===== src/rtl/smbcfg_pkg.sv =====
package smbcfg_pkg;

    typedef enum logic [2:0] {
        ST_IDLE,
        ST_ADDR,
        ST_CMD,
        ST_COUNT,
        ST_DATA,
        ST_IGNORE
    } txn_state_e;

    typedef struct packed {
        logic start;
        logic stop;
        logic scl_rise;
        logic scl_fall;
        logic sda_bit;
    } bus_evt_t;

    // Writable bits of register 0: spread (7), frequency select (5), aux stop (3)
    localparam logic [7:0] REG0_RW_MASK = 8'hA8;

    function automatic logic count_in_range(input logic [7:0] value, input int max_count);
        return (value != 8'd0) && (int'(value) <= max_count);
    endfunction

endpackage


===== src/rtl/smb_bus_events.sv =====
module smb_bus_events
    import smbcfg_pkg::*;
(
    input  logic     clk,
    input  logic     rst,
    input  logic     scl_i,
    input  logic     sda_i,
    output bus_evt_t evt_o
);
    logic scl_q;
    logic sda_q;

    always_ff @(posedge clk) begin
        if (rst) begin
            scl_q <= 1'b1;
            sda_q <= 1'b1;
        end else begin
            scl_q <= scl_i;
            sda_q <= sda_i;
        end
    end

    always_comb begin
        evt_o.start    = scl_q & scl_i & sda_q & ~sda_i;
        evt_o.stop     = scl_q & scl_i & ~sda_q & sda_i;
        evt_o.scl_rise = ~scl_q & scl_i;
        evt_o.scl_fall = scl_q & ~scl_i;
        evt_o.sda_bit  = sda_i;
    end
endmodule


===== src/rtl/smb_byte_shifter.sv =====
module smb_byte_shifter
    import smbcfg_pkg::*;
(
    input  logic       clk,
    input  logic       rst,
    input  bus_evt_t   evt_i,
    output logic [7:0] byte_o,
    output logic       byte_done_o,
    output logic       ack_end_o
);
    logic [7:0] shift_q;
    logic [3:0] bit_cnt_q;
    logic       in_ack_q;

    always_ff @(posedge clk) begin
        if (rst) begin
            shift_q   <= 8'd0;
            bit_cnt_q <= 4'd0;
            in_ack_q  <= 1'b0;
        end else if (evt_i.start || evt_i.stop) begin
            bit_cnt_q <= 4'd0;
            in_ack_q  <= 1'b0;
        end else if (evt_i.scl_rise && !in_ack_q && bit_cnt_q < 4'd8) begin
            shift_q   <= {shift_q[6:0], evt_i.sda_bit};
            bit_cnt_q <= bit_cnt_q + 4'd1;
        end else if (evt_i.scl_fall) begin
            if (in_ack_q) begin
                in_ack_q  <= 1'b0;
                bit_cnt_q <= 4'd0;
            end else if (bit_cnt_q == 4'd8) begin
                in_ack_q <= 1'b1;
            end
        end
    end

    assign byte_o      = shift_q;
    assign byte_done_o = evt_i.scl_fall && !in_ack_q && (bit_cnt_q == 4'd8)
                         && !evt_i.start && !evt_i.stop;
    assign ack_end_o   = evt_i.scl_fall && in_ack_q;
endmodule


===== src/rtl/smb_txn_fsm.sv =====
module smb_txn_fsm
    import smbcfg_pkg::*;
#(
    parameter int          NUM_REGS  = 4,
    parameter int          MAX_COUNT = 32,
    parameter logic [6:0]  DEV_ADDR  = 7'h69,
    parameter logic [7:0]  CMD_CODE  = 8'h00,
    localparam int         IDX_W     = (NUM_REGS > 1) ? $clog2(NUM_REGS) : 1,
    localparam int         CNT_W     = $clog2(MAX_COUNT + 1)
) (
    input  logic             clk,
    input  logic             rst,
    input  bus_evt_t         evt_i,
    input  logic [7:0]       byte_i,
    input  logic             byte_done_i,
    input  logic             ack_end_i,
    output logic             sda_oe_o,
    output logic             wr_en_o,
    output logic [IDX_W-1:0] wr_idx_o,
    output logic [7:0]       wr_data_o
);
    txn_state_e       state_q;
    logic [CNT_W-1:0] remain_q;
    logic [CNT_W-1:0] pos_q;
    logic             oe_q;
    logic             ack_now;

    always_comb begin
        unique case (state_q)
            ST_ADDR:  ack_now = (byte_i == {DEV_ADDR, 1'b0});
            ST_CMD:   ack_now = (byte_i == CMD_CODE);
            ST_COUNT: ack_now = count_in_range(byte_i, MAX_COUNT);
            ST_DATA:  ack_now = (remain_q != '0) && (pos_q < CNT_W'(NUM_REGS));
            default:  ack_now = 1'b0;
        endcase
    end

    always_ff @(posedge clk) begin
        if (rst) begin
            state_q  <= ST_IDLE;
            remain_q <= '0;
            pos_q    <= '0;
            oe_q     <= 1'b0;
        end else if (evt_i.start) begin
            state_q  <= ST_ADDR;
            remain_q <= '0;
            pos_q    <= '0;
            oe_q     <= 1'b0;
        end else if (evt_i.stop) begin
            state_q <= ST_IDLE;
            oe_q    <= 1'b0;
        end else if (byte_done_i) begin
            oe_q <= ack_now;
            unique case (state_q)
                ST_ADDR:  state_q <= ack_now ? ST_CMD : ST_IGNORE;
                ST_CMD:   state_q <= ack_now ? ST_COUNT : ST_IGNORE;
                ST_COUNT: begin
                    if (ack_now) begin
                        state_q  <= ST_DATA;
                        remain_q <= byte_i[CNT_W-1:0];
                        pos_q    <= '0;
                    end else begin
                        state_q <= ST_IGNORE;
                    end
                end
                ST_DATA: begin
                    if (ack_now) begin
                        remain_q <= remain_q - 1'b1;
                        pos_q    <= pos_q + 1'b1;
                    end else begin
                        state_q <= ST_IGNORE;
                    end
                end
                default: state_q <= state_q;
            endcase
        end else if (ack_end_i) begin
            oe_q <= 1'b0;
        end
    end

    assign sda_oe_o  = oe_q;
    assign wr_en_o   = byte_done_i && (state_q == ST_DATA) && ack_now
                       && !evt_i.start && !evt_i.stop;
    assign wr_idx_o  = pos_q[IDX_W-1:0];
    assign wr_data_o = byte_i;
endmodule


===== src/rtl/smb_reg_bank.sv =====
module smb_reg_bank
    import smbcfg_pkg::*;
#(
    parameter int  NUM_REGS = 4,
    localparam int IDX_W    = (NUM_REGS > 1) ? $clog2(NUM_REGS) : 1
) (
    input  logic                  clk,
    input  logic                  rst,
    input  logic                  wr_en_i,
    input  logic [IDX_W-1:0]      wr_idx_i,
    input  logic [7:0]            wr_data_i,
    input  logic                  stop_pin_i,
    input  logic [2:0]            strap_i,
    output logic [NUM_REGS*8-1:0] regs_o
);
    logic [7:0] rw0_q;
    logic       stop_q;
    logic [2:0] strap_q;

    always_ff @(posedge clk) begin
        if (rst) begin
            rw0_q <= 8'd0;
        end else if (wr_en_i && wr_idx_i == '0) begin
            rw0_q <= wr_data_i & REG0_RW_MASK;
        end
    end

    always_ff @(posedge clk) begin
        stop_q <= stop_pin_i;
    end

    always_ff @(posedge clk) begin
        if (rst) begin
            strap_q <= strap_i;
        end
    end

    assign regs_o[7:0] = {rw0_q[7], 1'b0, rw0_q[5], stop_q, rw0_q[3], strap_q};

    for (genvar g = 1; g < NUM_REGS; g++) begin : g_mask_reg
        logic [7:0] mask_q;
        always_ff @(posedge clk) begin
            if (rst) begin
                mask_q <= 8'd0;
            end else if (wr_en_i && wr_idx_i == IDX_W'(g)) begin
                mask_q <= wr_data_i;
            end
        end
        assign regs_o[g*8 +: 8] = mask_q;
    end
endmodule


===== src/rtl/smb_cfg_slave.sv =====
module smb_cfg_slave
    import smbcfg_pkg::*;
#(
    parameter int         NUM_REGS  = 4,
    parameter int         MAX_COUNT = 32,
    parameter logic [6:0] DEV_ADDR  = 7'h69,
    parameter logic [7:0] CMD_CODE  = 8'h00
) (
    input  logic                  clk,
    input  logic                  rst,
    input  logic                  scl_i,
    input  logic                  sda_i,
    output logic                  sda_oe_o,
    input  logic                  stop_pin_i,
    input  logic [2:0]            strap_i,
    output logic [NUM_REGS*8-1:0] cfg_regs_o,
    output logic                  spread_en_o,
    output logic                  alt_sel_o
);
    localparam int IDX_W = (NUM_REGS > 1) ? $clog2(NUM_REGS) : 1;

    bus_evt_t         evt;
    logic [7:0]       rx_byte;
    logic             byte_done;
    logic             ack_end;
    logic             wr_en;
    logic [IDX_W-1:0] wr_idx;
    logic [7:0]       wr_data;
    logic             scl_fall;
    logic             bus_stop;

    smb_bus_events u_events (
        .clk   (clk),
        .rst   (rst),
        .scl_i (scl_i),
        .sda_i (sda_i),
        .evt_o (evt)
    );

    smb_byte_shifter u_shifter (
        .clk         (clk),
        .rst         (rst),
        .evt_i       (evt),
        .byte_o      (rx_byte),
        .byte_done_o (byte_done),
        .ack_end_o   (ack_end)
    );

    smb_txn_fsm #(
        .NUM_REGS  (NUM_REGS),
        .MAX_COUNT (MAX_COUNT),
        .DEV_ADDR  (DEV_ADDR),
        .CMD_CODE  (CMD_CODE)
    ) u_fsm (
        .clk         (clk),
        .rst         (rst),
        .evt_i       (evt),
        .byte_i      (rx_byte),
        .byte_done_i (byte_done),
        .ack_end_i   (ack_end),
        .sda_oe_o    (sda_oe_o),
        .wr_en_o     (wr_en),
        .wr_idx_o    (wr_idx),
        .wr_data_o   (wr_data)
    );

    smb_reg_bank #(
        .NUM_REGS (NUM_REGS)
    ) u_bank (
        .clk        (clk),
        .rst        (rst),
        .wr_en_i    (wr_en),
        .wr_idx_i   (wr_idx),
        .wr_data_i  (wr_data),
        .stop_pin_i (stop_pin_i),
        .strap_i    (strap_i),
        .regs_o     (cfg_regs_o)
    );

    assign scl_fall    = evt.scl_fall;
    assign bus_stop    = evt.stop;
    assign spread_en_o = cfg_regs_o[7];
    assign alt_sel_o   = cfg_regs_o[5];
endmodule


===== config.mk =====
export PLATFORM = sky130hd
export DESIGN_NAME = smb_cfg_slave
export DESIGN_NICKNAME = d
export VERILOG_FILES = /design/src/rtl/smbcfg_pkg.sv /design/src/rtl/smb_bus_events.sv /design/src/rtl/smb_byte_shifter.sv /design/src/rtl/smb_txn_fsm.sv /design/src/rtl/smb_reg_bank.sv /design/src/rtl/smb_cfg_slave.sv
export SDC_FILE = /design/constraint.sdc
export NUM_CORES = 1
export LEC_CHECK = 0
export ABC_AREA = 1
export ABC_CLOCK_PERIOD_IN_PS = 2370
export BUFFER_PORTS_ARGS = -buffer_cell sky130_fd_sc_hd__buf_2
export CORE_ASPECT_RATIO = 1.75
export CORE_MARGIN = 3
export CORE_UTILIZATION = 58
export DETAILED_ROUTE_END_ITERATION = 16
export PLACE_DENSITY = 0.79
export SYNTH_ARGS = -nofsm -noshare
export SYNTH_HDL_FRONTEND = slang
export SYNTH_HIERARCHICAL = 1
export SYNTH_SLANG_ARGS = --single-unit
export TNS_END_PERCENT = 50

===== constraint.sdc =====
create_clock -name clk -period 2.37 [get_ports clk]
set_input_delay 0.1185 -clock clk [delete_from_list [all_inputs] [get_ports clk]]
set_output_delay 0.1185 -clock clk [all_outputs]
set_load 0.005 [all_outputs]

# ---- Yosys cells after proc, flatten, opt, wreduce, memory -nomap -nowiden
# Cells that the tools add are included.
dict set report word_totals {
  latchBits 0
  out_inout_bits 35
  word_cells 112
  inputBits 8
  regBits 62
  mem_count 0
  ramBits 0
  rom_bits 0
}
dict set report classes {
  mux 22
  bitwise 14
  multipliers 0
  n_reduce_logical 41
  div 0
  n_lt_le_gt_ge 3
  n_eq_ne 13
  addsub 3
  shifts 0
}
# operator n
set ops {}
lappend ops {{6-bit 2-to-1 mux} 4}
lappend ops {{6-bit case mux with 2 select lines} 2}
lappend ops {{1-bit logical AND} 17}
lappend ops {{4-bit 2-to-1 mux} 3}
lappend ops {{3-bit case mux with 4 select lines} 1}
lappend ops {{6-bit nonzero test} 2}
lappend ops {{3-bit 2-to-1 mux} 3}
lappend ops {{8-bit == test (second input constant)} 1}
lappend ops {{8-bit by 6-bit less-or-equal comparator with 1-bit output (second input constant)} 1}
lappend ops {{8-bit logical NOT} 1}
lappend ops {{1-bit 2-to-1 mux} 8}
lappend ops {{2-bit nonzero test} 4}
lappend ops {{8-bit nonzero test} 1}
lappend ops {{1-bit bitwise AND} 7}
lappend ops {{1-bit inverter} 7}
lappend ops {{6-bit by 1-bit adder with 6-bit output (second input constant)} 1}
lappend ops {{3-bit by 2-bit == test with 1-bit output (second input constant)} 2}
lappend ops {{6-bit by 3-bit less-than comparator with 1-bit output (second input constant)} 1}
lappend ops {{2-bit AND reduction} 3}
lappend ops {{3-bit AND reduction} 2}
lappend ops {{6-bit by 1-bit subtractor with 6-bit output (second input constant)} 1}
lappend ops {{5-bit AND reduction} 1}
lappend ops {{4-bit by 1-bit adder with 4-bit output (second input constant)} 1}
lappend ops {{2-bit == test (second input constant)} 2}
lappend ops {{other kinds (16)} 20}

# ---- Longest topological paths before layout
# Gate-level depths: netlist of run 1.
dict set report logic_depth {
  ltp_word 11
  depth_mapped 15
  mapped_depth_nobuf 13
}

# ---- Hierarchy
# The synthesis of run 1 kept the hierarchy.
# mod instances cells_per_inst seq_area_each_um2 area_per_inst_um2
set modules_own_cells {}
lappend modules_own_cells {smb_reg_bank 1 182 650.6 1305.0}
lappend modules_own_cells {smb_txn_fsm 1 182 320.3 1138.6}
lappend modules_own_cells {smb_byte_shifter 1 100 260.2 730.7}
lappend modules_own_cells {smb_bus_events 1 17 40.0 100.1}
lappend modules_own_cells {smb_cfg_slave 1 2 0.0 15.0}

# ---- Worst setup path before layout of run 1
# Ideal clock, no wire load.
dict set report synth_timing {
  path_type {reg-to-reg}
  start {register u_shifter.bit_cnt_q[0]}
  end {register u_bank.g_mask_reg[1].mask_q[3]}
  t_arrival_ps 1825
  synth_period_minus_slack_ps 1937
  slack_ps 433
  n_path_buf 3
  path_stages_with_launch 13
  cell_sequence {dfxtp_1 -> inv_1 -> ha_1 -> nand4_1 -> nor3_1 -> buf_2 -> nand2_1 -> nor4_1 -> buf_6 -> nand3_4 -> buf_6 -> nor2_1 -> nor2_1}
}
dict set report synth_between {
  elab_chain_len 9
}
# item line_no
set synth_lines {}
lappend synth_lines {{start, declared} smb_byte_shifter.sv:12} ;# logic [3:0] bit_cnt_q;
lappend synth_lines {{start signal, assigned} smb_byte_shifter.sv:25} ;# bit_cnt_q <= bit_cnt_q + 4'd1;
lappend synth_lines {{4-bit == test} smb_byte_shifter.sv:37} ;# assign byte_done_o = evt_i.scl_fall && !in_ack_q && (bit_cnt_q == 4'd8)
lappend synth_lines {{1-bit logical AND} smb_byte_shifter.sv:37}
lappend synth_lines {{1-bit logical AND (2 in series)} smb_byte_shifter.sv:38} ;# && !evt_i.start && !evt_i.stop;
lappend synth_lines {{net byte_done} smb_cfg_slave.sv:24} ;# logic byte_done;
lappend synth_lines {{1-bit logical AND (2 in series)} smb_txn_fsm.sv:82} ;# assign wr_en_o = byte_done_i && (state_q == ST_DATA) && ack_now
lappend synth_lines {{1-bit logical AND (2 in series)} smb_txn_fsm.sv:83} ;# && !evt_i.start && !evt_i.stop;
lappend synth_lines {{net wr_en} smb_cfg_slave.sv:26} ;# logic wr_en;
lappend synth_lines {{1-bit logical AND} smb_reg_bank.sv:45} ;# end else if (wr_en_i && wr_idx_i == IDX_W'(g)) begin
lappend synth_lines {{end signal, assigned} smb_reg_bank.sv:46} ;# mask_q <= wr_data_i;
lappend synth_lines {{end, declared} smb_reg_bank.sv:41} ;# logic [7:0] mask_q;
# The timed path passes the listed nets, and every way through them passes these cells.
# A chain may end at the register's enable or synchronous reset.

==> impl_metrics.csv, run 1 <==
group,metric,value,unit
run_status,outcome,"finished clean",
setup_path,required,2.65,ns
synthesis,synth.most_common_cell,"nand2_1",
synthesis,synth.avg_cell_area,6.81,µm²
clock_network,clk_latency,0.35,ns
final_layout,final_nets,540,
place,dpl_cell_area,0.00348,mm²
synthesis,synth_top_area_cell,"dfxtp_1",
sta,skew,0.00297,ns
min_path,hp-class,"input port to register",
sta,period_minus_slack,2.15,ns
global_route,first_global_vias,2710,
synthesis,synth_top_area_share,35.9,%
global_route,antenna_found_initial,0,
setup_path,reg2reg_slack,0.24,ns
detailed_routing,route.detailed.drc,0,
power_and_ir_drop,powerDensity,593,mW/mm²
clock_network,clkSlewWorstSetupHoldPaths,0.06,ns
setup_path,cp-start-kind,"input port",
synthesis,syn-num-nets,496,
synthesis,ys_types,34,
global_route,grt_max_degree,28,
sta,timing.fmax,464,MHz
setup_path,critical_path_arrival,2.44,ns
flow_run,max_cap_viol_count,0,
die,coreArea,0.00539,mm²
place,dp_hpwl,5050,µm
global_route,grt_pass1_wl,11600,µm
die,io_pins,43,
sta,setup_viol,0,
clock_network,clock-sinks,62,
synthesis,synth_warnings,6,
final_layout,stdcell_area,0.00376,mm²
min_path,worstHoldPathCells,2,
setup_path,startpoint,"scl_i",
setup_path,path_class,"input port to register",
die,die_w,62.9,µm
sta,finalHoldViolCount,0,
setup_path,worstRegToRegCells,13,
detailed_routing,finalWirelength,6980,µm
clock_network,cts_made_buffers,9,
synthesis,synthTopCellsByArea,"dfxtp_1 36%, nand2_1 14%, nor2_1 12%, inv_1 9.0%, buf_4 3.4%",
synthesis,synth_edf_count,3,
power_and_ir_drop,power,2230,µW
global_route,grt_overflow,0,
sta,rsz0062_at_grt,"no",
clock_network,cts_max_level,3,
clock_network,cts_tree,"built",
sta,relSlewSlack,50.9,%
setup_path,r2r-start,"u_shifter/byte_o[2]$_SDFFE_PP0P_",
synthesis,yosys_register_bits,62,
die,fp-row-count,35,
sta,final_max_slew_viol_count,0,
setup_path,crit_path_end_kind,"register",
die,initial_core_util,61.1,%
final_layout,drive_gt1_share,16.9,%
synthesis,synthTopCellsByCount,"123 x nand2_1, 104 x nor2_1, 79 x inv_1, 59 x dfxtp_1, 17 x nand4_1",
detailed_routing,via_count,2949,
synthesis,ys.flop_type,"dfxtp_1",
die,die_height,106,µm
detailed_routing,drtIter0Drc,201,
synthesis,netlist_area,0.00329,mm²
sta,fin_hold_ws,0.0873,ns
sta,period_share,90.9,%
setup_path,cp-endpoint,"u_bank/g_mask_reg[1].mask_q[6]$_SDFFE_PP0P_",
power_and_ir_drop,p_leak,0.00198,µW
place,gp_congestion,0.873,
sta,setup-tns-final,0,ns
synthesis,netlist_instances,483,
detailed_routing,dr.pass1.iters,4,
final_layout,n_antenna_cell,0,
synthesis,ys_seq_area_share,38.6,%
clock_network,cts_root_buf,"clkbuf_8",
setup_path,cp_max_fo,16,
place,io_buffers,41,
detailed_routing,avgRoutedWirePerCell,11.5,µm
final_layout,utilization,69.7,%
clock_network,ctsLongestPathBuffers,2,
detailed_routing,ant_nets,0,
setup_path,reg2reg_to,"u_bank/g_mask_reg[1].mask_q[6]$_SDFFE_PP0P_",
sta,worst_pin_slew,0.731,ns
global_route,grt_usage,22.2,%
die,dieArea,0.00665,mm²
detailed_routing,routed_via_density,4.87,
power_and_ir_drop,ir_drop,0.000450,V
final_layout,area_delta_synth_final,14.2,%
synthesis,async_reset_ff_share,0,%
clock_network,post_cts_buffers,0,
[cell type report]
class / instances / area, µm²
Clock buffer: 12 / 176
Clock inverter: 3 / 40.0
Fill cell: 478 / 1630
Inverter: 81 / 304
Multi-Input combinational cell: 313 / 1500
Sequential cell: 62 / 1270
Tap cell: 74 / 92.6
Timing Repair Buffer: 60 / 375
[worst max-delay path, cell delays in order]
cell,delay [ns]
dlygate4sd3_1,0.53
buf_2,0.14
nor2_1,0.18
nand4_1,0.17
nor3_1,0.24
nand2_1,0.14
nor4_2,0.27
buf_12,0.19
nand3_4,0.17
nand2_1,0.12
nand2_1,0.06
nor2_1,0.12
[what timing repair did]
item                                   in CTS  in global routing
gates resized for setup                     0                  0
endpoints found under the hold margin       6                  0
hold buffers                                6                  0
[worst min path at each step]
stage          startpoint  slack, ns                             to
6_report              rst       0.09  u_fsm/state_q[0]$_SDFFE_PP0P_
5_1_grt               rst       0.11  u_fsm/state_q[0]$_SDFFE_PP0P_
4_1_cts               rst       0.07  u_fsm/state_q[0]$_SDFFE_PP0P_
3_5_place_dp   stop_pin_i       0.22          u_bank/stop_q$_DFF_P_
3_3_place_gp   stop_pin_i       0.22          u_bank/stop_q$_DFF_P_
2_1_floorplan  stop_pin_i       0.15          u_bank/stop_q$_DFF_P_
[placed cells by master (no fill, tap or decap), drive strengths merged, types with 5 or more instances in the layout]
| master | instances |
|---|---|
| o21ai | 10 |
| dfxtp | 59 |
| nor2 | 109 |
| nand4 | 17 |
| dlygate4sd3 | 6 |
| nand2 | 127 |
| clkbuf | 12 |
| buf | 54 |
| nand3 | 23 |
| ha | 5 |
| inv | 79 |
| a21oi | 13 |
[sequential cells by signal, indices dropped and copies added, names as in the netlist, 3 cells and up]
register              count
u_bank/strap_q            3
u_bank/g_mask.mask_q     24
u_shifter/byte_o          8
u_fsm/state_q             3
u_fsm/remain_q            6
u_shifter/bit_cnt_q       4
u_fsm/pos_q               6
u_bank/rw0_q              3
[stage by stage]
stage                     worst slack (ns)  std cells
after floorplan                      0.433        483
after global placement               0.338        584
after detailed placement             0.285        584
after CTS                            0.249        605
after global routing                0.0163        605
final                                0.215        605
[kinds of logic (layout without fill, tap and decap cells)]
kind of cell / count (synthesis) / after routing / synth area share [%]
other: 1 / 1 / 0.114
DFF: 62 / 62 / 38.6
xor gates and xnor gates: 2 / 2 / 0.533
and+or+nand+nor: 280 / 280 / 38.3
AOI/OAI and AO/OA: 25 / 25 / 4.49
buffers and inverters: 108 / 156 / 16.1
adders and majority gates: 5 / 5 / 1.90
[power breakdown]
group	internal (µW)	switching (µW)
sequential	1070	12.6
clock	597	404
combinational	54.2	91.5
total	1720	508
[per-layer routing]
layer	part of all wire, %	GRT usage (%)	vias up
met1	40	22.0	1323
met2	53	41.2	71
li1	-	-	1535
met4	3.3	12.6	0
met3	4.5	5.22	20
met5	0	0	-
Note: power is estimated with default switching activity, not from simulation.
==> run 2: changes to the inputs <==
BUFFER_PORTS_ARGS = not set   (was -buffer_cell sky130_fd_sc_hd__buf_2)
CORE_UTILIZATION = 60   (was 58)
DONT_BUFFER_PORTS = 1   (was not set)
PLACE_DENSITY = 0.75   (was 0.79)
==> impl_metrics.csv, run 2 (synthesis gave the netlist of run 1 again) <==
group,metric,value,unit
die,dieArea,0.00644,mm²
power_and_ir_drop,power_frac_comb,6.6,%
clock_network,clk_latency,0.34,ns
clock_network,cts_max_level,3,
clock_network,clkSlewWorstSetupHoldPaths,0.07,ns
place,dp_hpwl,5080,µm
die,fp-row-count,35,
power_and_ir_drop,power.share.switching,23.8,%
clock_network,cts_root_buf,"clkbuf_8",
detailed_routing,finalWirelength,6950,µm
global_route,antenna_found_initial,0,
final_layout,area_delta_synth_final,6.12,%
final_layout,largest_register_ffs,24,
setup_path,worstRegToRegCells,14,
sta,skew,0.00676,ns
detailed_routing,drtIter0Drc,244,
setup_path,reg2reg_to,"u_bank/g_mask_reg[2].mask_q[7]$_SDFFE_PP0P_",
sta,final_max_slew_viol_count,0,
setup_path,path_class,"register to register",
global_route,grt_pass1_wl,11500,µm
setup_path,r2r-start,"u_shifter/byte_o[5]$_SDFFE_PP0P_",
clock_network,cts_tree,"built",
sta,finalHoldViolCount,0,
final_layout,n_antenna_cell,0,
sta,period_minus_slack,2.05,ns
final_layout,top_register,"u_bank/g_mask.mask_q",
global_route,grt_usage,23.5,%
setup_path,required,2.64,ns
final_layout,stdcell_area,0.00349,mm²
global_route,grt_max_degree,28,
setup_path,crit_path_end_kind,"register",
final_layout,drive_gt1_share,9.61,%
detailed_routing,ant_nets,0,
power_and_ir_drop,p_leak,0.00174,µW
setup_path,cp_max_fo,16,
die,coreArea,0.00530,mm²
final_layout,utilization,65.9,%
die,die_w,62.0,µm
sta,setup-tns-final,0,ns
detailed_routing,avgRoutedWirePerCell,12.3,µm
power_and_ir_drop,clockPowerShare,39.8,%
die,io_pins,43,
die,die_height,104,µm
die,initial_core_util,62.1,%
flow_run,max_cap_viol_count,0,
power_and_ir_drop,powerDensity,577,mW/mm²
final_layout,final_common_cell,"nand2_1",
sta,setup_viol,0,
power_and_ir_drop,p_sw,479,µW
place,dpl_cell_area,0.00325,mm²
setup_path,cp-start-kind,"register",
global_route,grt_overflow,0,
place,gp_congestion,0.900,
setup_path,reg2reg_slack,0.32,ns
sta,worst_pin_slew,0.729,ns
detailed_routing,dr.pass1.iters,4,
sta,period_share,86.7,%
place,io_buffers,0,
clock_network,post_cts_buffers,0,
min_path,hp-class,"input port to register",
min_path,min_from,"sda_i",
setup_path,critical_path_arrival,2.32,ns
power_and_ir_drop,p_seq_share,53.6,%
clock_network,cts_made_buffers,9,
power_and_ir_drop,intPower,1540,µW
final_layout,layout_common_cells,"123 x nand2_1, 104 x nor2_1, 79 x inv_1",
clock_network,clock-sinks,62,
sta,timing.fmax,487,MHz
sta,relSlewSlack,51.1,%
run_status,outcome,"finished clean",
detailed_routing,routed_via_density,4.94,
clock_network,ctsLongestPathBuffers,2,
detailed_routing,route.detailed.drc,0,
final_layout,final_nets,499,
setup_path,cp-endpoint,"u_bank/g_mask_reg[2].mask_q[7]$_SDFFE_PP0P_",
global_route,first_global_vias,2631,
setup_path,startpoint,"u_shifter/byte_o[5]$_SDFFE_PP0P_",
detailed_routing,via_count,2783,
power_and_ir_drop,ir_drop,0.000384,V
sta,rsz0062_at_grt,"no",
-- run 2: routing by layer --
metal / global-route usage [%] / wire, µm / vias up
met5: 0 / 0 / -
met4: 14.7 / 369 / 0
met3: 7.08 / 349 / 20
met2: 39.2 / 3550 / 69
met1: 23.9 / 2680 / 1243
li1: - / - / 1451
-- run 2: final cells by class --
type	instances	area (µm²)
Fill cell	487	1810
Inverter	81	304
Timing Repair Buffer	19	160
Clock buffer	12	155
Sequential cell	62	1270
Multi-Input combinational cell	313	1500
Clock inverter	2	10.0
Tap cell	74	92.6
-- run 2: critical path, cell delays in order (launching register included) --
cell and delay, ns:
dfxtp_2 0.36, inv_1 0.11, nand2_1 0.06, nor2_1 0.12, nand2_1 0.07, nor2_1 0.12
nor2_2 0.07, nand2_4 0.10, nand2_1 0.09, nor4_2 0.17, buf_4 0.25, nand3_4 0.18
nand2_1 0.11, nand2_1 0.06, nor2_1 0.11
-- run 2: how the worst min path moves through the flow --
stage | to | cells after the start
2_1_floorplan | u_bank/stop_q$_DFF_P_ | 0
3_3_place_gp | u_bank/stop_q$_DFF_P_ | 0
3_5_place_dp | u_bank/stop_q$_DFF_P_ | 0
4_1_cts | u_shifter/byte_o[0]$_SDFFE_PP0P_ | 4
5_1_grt | u_shifter/in_ack_q$_SDFFE_PP0P_ | 3
6_report | u_shifter/byte_o[0]$_SDFFE_PP0P_ | 4
-- run 2: power groups by stage --
stage / Sequential, µW / Combinational, µW / Clock [µW]
after floorplan: 1100 / 103 / 0
after global placement: 1100 / 121 / 0
after detailed placement: 1100 / 122 / 0
after CTS: 1080 / 133 / 821
after global routing: 1080 / 151 / 857
final: 1080 / 132 / 803
-- run 2: repair_timing --
item / 4_1_cts / 5_1_grt
endpoints found under the setup margin: 0 / 12
gates resized for setup: 0 / 1
hold endpoints to repair: 10 / 0
hold buffers: 7 / 0
-- run 2: metrics by stage --
stage / hold WS (ns) / cells / worst slack (ns) / total power (µW)
4_1_cts: 0.0207 / 563 / 0.210 / 2030
5_1_grt: 0.0545 / 563 / 0.0705 / 2090
3_3_place_gp: 0.146 / 542 / 0.284 / 1220
6_report: 0.0272 / 563 / 0.316 / 2010
2_1_floorplan: 0.146 / 483 / 0.433 / 1200
3_5_place_dp: 0.146 / 542 / 0.230 / 1220
==> run 3: changes to the inputs <==
SYNTH_HIERARCHICAL = not set   (was 1)
==> impl_metrics.csv, run 3 <==
group,metric,value,unit
clock_network,cts_made_buffers,9,
sta,relSlewSlack,28.6,%
synthesis,synthAdderAreaFrac,3.04,%
synthesis,synth.most_common_cell,"nand2_1",
min_path,min_from,"rst",
setup_path,crit_path_max_incr_delay,0.33,ns
setup_path,cp_max_fo,31,
die,dieArea,0.00570,mm²
sta,final_max_slew_viol_count,0,
detailed_routing,ant_nets,0,
final_layout,final_common_cell,"nand2_1",
detailed_routing,avgRoutedWirePerCell,14.9,µm
detailed_routing,route.detailed.drc,0,
run_status,outcome,"finished clean",
synthesis,ys_seq_area_share,44.1,%
sta,worst_pin_slew,1.07,ns
final_layout,largest_register_ffs,24,
synthesis,yosys_register_bits,62,
setup_path,critPathSlowestCell,"dfxtp_1",
final_layout,top_register,"u_bank.g_mask.mask_q",
setup_path,critPathBufInv,3,
detailed_routing,via_count,2466,
power_and_ir_drop,p_leak,0.00119,µW
sta,setup-tns-final,0,ns
clock_network,cts_max_level,3,
synthesis,async_reset_ff_share,0,%
global_route,grt_pass1_wl,10500,µm
die,io_pins,43,
sta,setup_viol,0,
synthesis,synthSimpleGateAreaFrac,27.0,%
final_layout,fill_cells,395,
die,initial_core_util,63.7,%
die,die_height,97.7,µm
synthesis,netlist_instances,369,
final_layout,final_nets,385,
place,gp_congestion,0.852,
synthesis,ys_types,32,
synthesis,synth_top_area_cell,"dfxtp_1",
sta,rsz0062_at_grt,"no",
die,fp-row-count,32,
min_path,hp-class,"input port to register",
synthesis,synth_compound_area_share,14.9,%
global_route,grt_overflow,0,
synthesis,netlist_area,0.00288,mm²
setup_path,cp-start-kind,"register",
clock_network,clk_latency,0.34,ns
global_route,grt_usage,23.8,%
final_layout,drive_gt1_share,12.6,%
clock_network,cts_root_buf,"clkbuf_8",
setup_path,critical_path_arrival,2.11,ns
die,coreArea,0.00452,mm²
synthesis,syn-num-nets,384,
synthesis,synth_top_area_share,41.0,%
final_layout,layout_common_cells,"66 x nand2_1, 59 x dfxtp_1, 53 x a21oi_1",
detailed_routing,routed_via_density,5.80,
sta,skew,0.00476,ns
detailed_routing,dr.pass1.iters,4,
detailed_routing,drtIter0Drc,96,
setup_path,required,2.54,ns
setup_path,crit_path_end_kind,"register",
power_and_ir_drop,powerDensity,686,mW/mm²
final_layout,n_antenna_cell,0,
sta,timing.fmax,516,MHz
clock_network,clock-sinks,62,
place,dp_hpwl,4450,µm
setup_path,path_cells,"inv_1 -> ha_1 -> nand3_1 -> nor3_4 -> inv_2 -> nor2_2 -> buf_4 -> nand3_2 -> nand2_1 -> a21oi_1",
sta,period_minus_slack,1.94,ns
clock_network,cts_resized,0,
global_route,first_global_vias,2325,
synthesis,synthTopCellsByCount,"66 x nand2_1, 59 x dfxtp_1, 53 x a21oi_1, 33 x inv_1, 29 x nand4_1",
setup_path,r2r-start,"u_shifter.bit_cnt_q[0]$_SDFFE_PP0P_",
synthesis,synthMuxAreaShare,0,%
clock_network,cts_tree,"built",
synthesis,synthTopCellsByArea,"dfxtp_1 41%, a21oi_1 9.2%, nand2_1 8.6%, nand4_1 6.3%, inv_1 4.3%",
flow_run,max_cap_viol_count,0,
clock_network,clkSlewWorstSetupHoldPaths,0.06,ns
setup_path,path_class,"register to register",
clock_network,ctsLongestPathBuffers,2,
power_and_ir_drop,ir_drop,0.000514,V
place,io_buffers,0,
synthesis,synth_top_family_by_area,"simple AND/OR/NAND/NOR gates",
final_layout,area_delta_synth_final,8.08,%
die,die_w,58.4,µm
synthesis,synth_warnings,0,
global_route,antenna_found_initial,0,
synthesis,synth_edf_count,3,
sta,finalHoldViolCount,0,
synthesis,ys.flop_type,"dfxtp_1",
final_layout,multi_input_area,0.00132,mm²
global_route,grt_max_degree,37,
final_layout,area.sequential,0.00127,mm²
synthesis,synth-xor-area-share,0.608,%
synthesis,synth.avg_cell_area,7.81,µm²
detailed_routing,finalWirelength,6330,µm
setup_path,startpoint,"u_shifter.bit_cnt_q[0]$_SDFFE_PP0P_",
sta,period_share,81.8,%
setup_path,cp_top_family,"simple AND/OR/NAND/NOR gates",
final_layout,utilization,68.8,%
==> run 3: changes by cell type after synthesis, sizes merged, moves of 6 or more <==
| cell | change |
|---|---|
| a21oi | +40 |
| inv | -38 |
| nand3 | -6 |
| buf | -13 |
| clkbuf | +7 |
| o21ai | +14 |
| nor2 | -77 |
| nand2 | -55 |
| nand4 | +12 |
==> run 3: cell families (layout without fill, tap and decap cells) <==
| family | count (synthesis) | count (layout) |
|---|---|---|
| compound gates | 82 | 82 |
| other cells | 1 | 1 |
| flops | 62 | 62 |
| xor+xnor | 2 | 2 |
| simple gates | 153 | 153 |
| buf+inv | 62 | 67 |
| fa+ha+maj | 7 | 7 |
==> run 3: routing by layer <==
layer  vias to the layer above  track usage [%]  share of wire, %
li1                       1235                -                 -
met3                        20             5.98               4.3
met5                         -                0                 0
met1                      1149             23.9                38
met2                        62             41.0                54
met4                         0             15.9               3.6
==> run 3: layout make-up <==
| type | count | area share (%) |
|---|---|---|
| Sequential cell | 62 | 40.8 |
| Clock buffer | 12 | 5.31 |
| Tap cell | 51 | 2.05 |
| Clock inverter | 3 | 1.37 |
| Inverter | 41 | 4.94 |
| Timing Repair Buffer | 11 | 3.22 |
| Multi-Input combinational cell | 245 | 42.3 |
==> run 3: path summary, 6_finish.rpt <==
| check | slack, ns | depth (start not counted) | end |
|---|---|---|---|
| worst max-delay path | 0.43 | 10 | u_bank.g_mask_reg[1].mask_q[3]$_SDFFE_PP0P_ |
| worst min register to register | 0.45 | 2 | u_fsm.pos_q[4]$_SDFFE_PP0P_ |
| worst max register to register | 0.43 | 10 | u_bank.g_mask_reg[1].mask_q[3]$_SDFFE_PP0P_ |
| worst min-delay path | 0.05 | 2 | u_events.sda_q$_SDFF_PP1_ |
==> run 3: what timing repair did <==
item | CTS | global route
setup buffers | 0 | 0
hold buffers | 7 | 0
hold endpoints to repair | 38 | 0
==> run 3: where the power goes <==
group	internal (µW)	switching, µW
clock	563	386
sequential	1070	21.2
combinational	33.2	65.3
==> run 3: worst register-to-register path, cell delays in order, from the launching register on <==
cell and delay [ns]:
dfxtp_1 0.33, inv_1 0.10, ha_1 0.16, nand3_1 0.12, nor3_4 0.19, inv_2 0.10
nor2_2 0.08, buf_4 0.29, nand3_2 0.22, nand2_1 0.11, a21oi_1 0.07
==> run 3: metrics by stage <==
step           total power, µW  hold slack (ns)  instance area, µm²  std cells  worst slack [ns]
2_1_floorplan             1180            0.146                2880        369             0.773
3_3_place_gp              1190            0.146                2840        403             0.551
3_5_place_dp              1190            0.146                2840        403             0.520
4_1_cts                   2150           0.0225                3110        425             0.447
5_1_grt                   2210           0.0615                3110        425             0.257
6_report                  2140           0.0462                3110        425             0.431
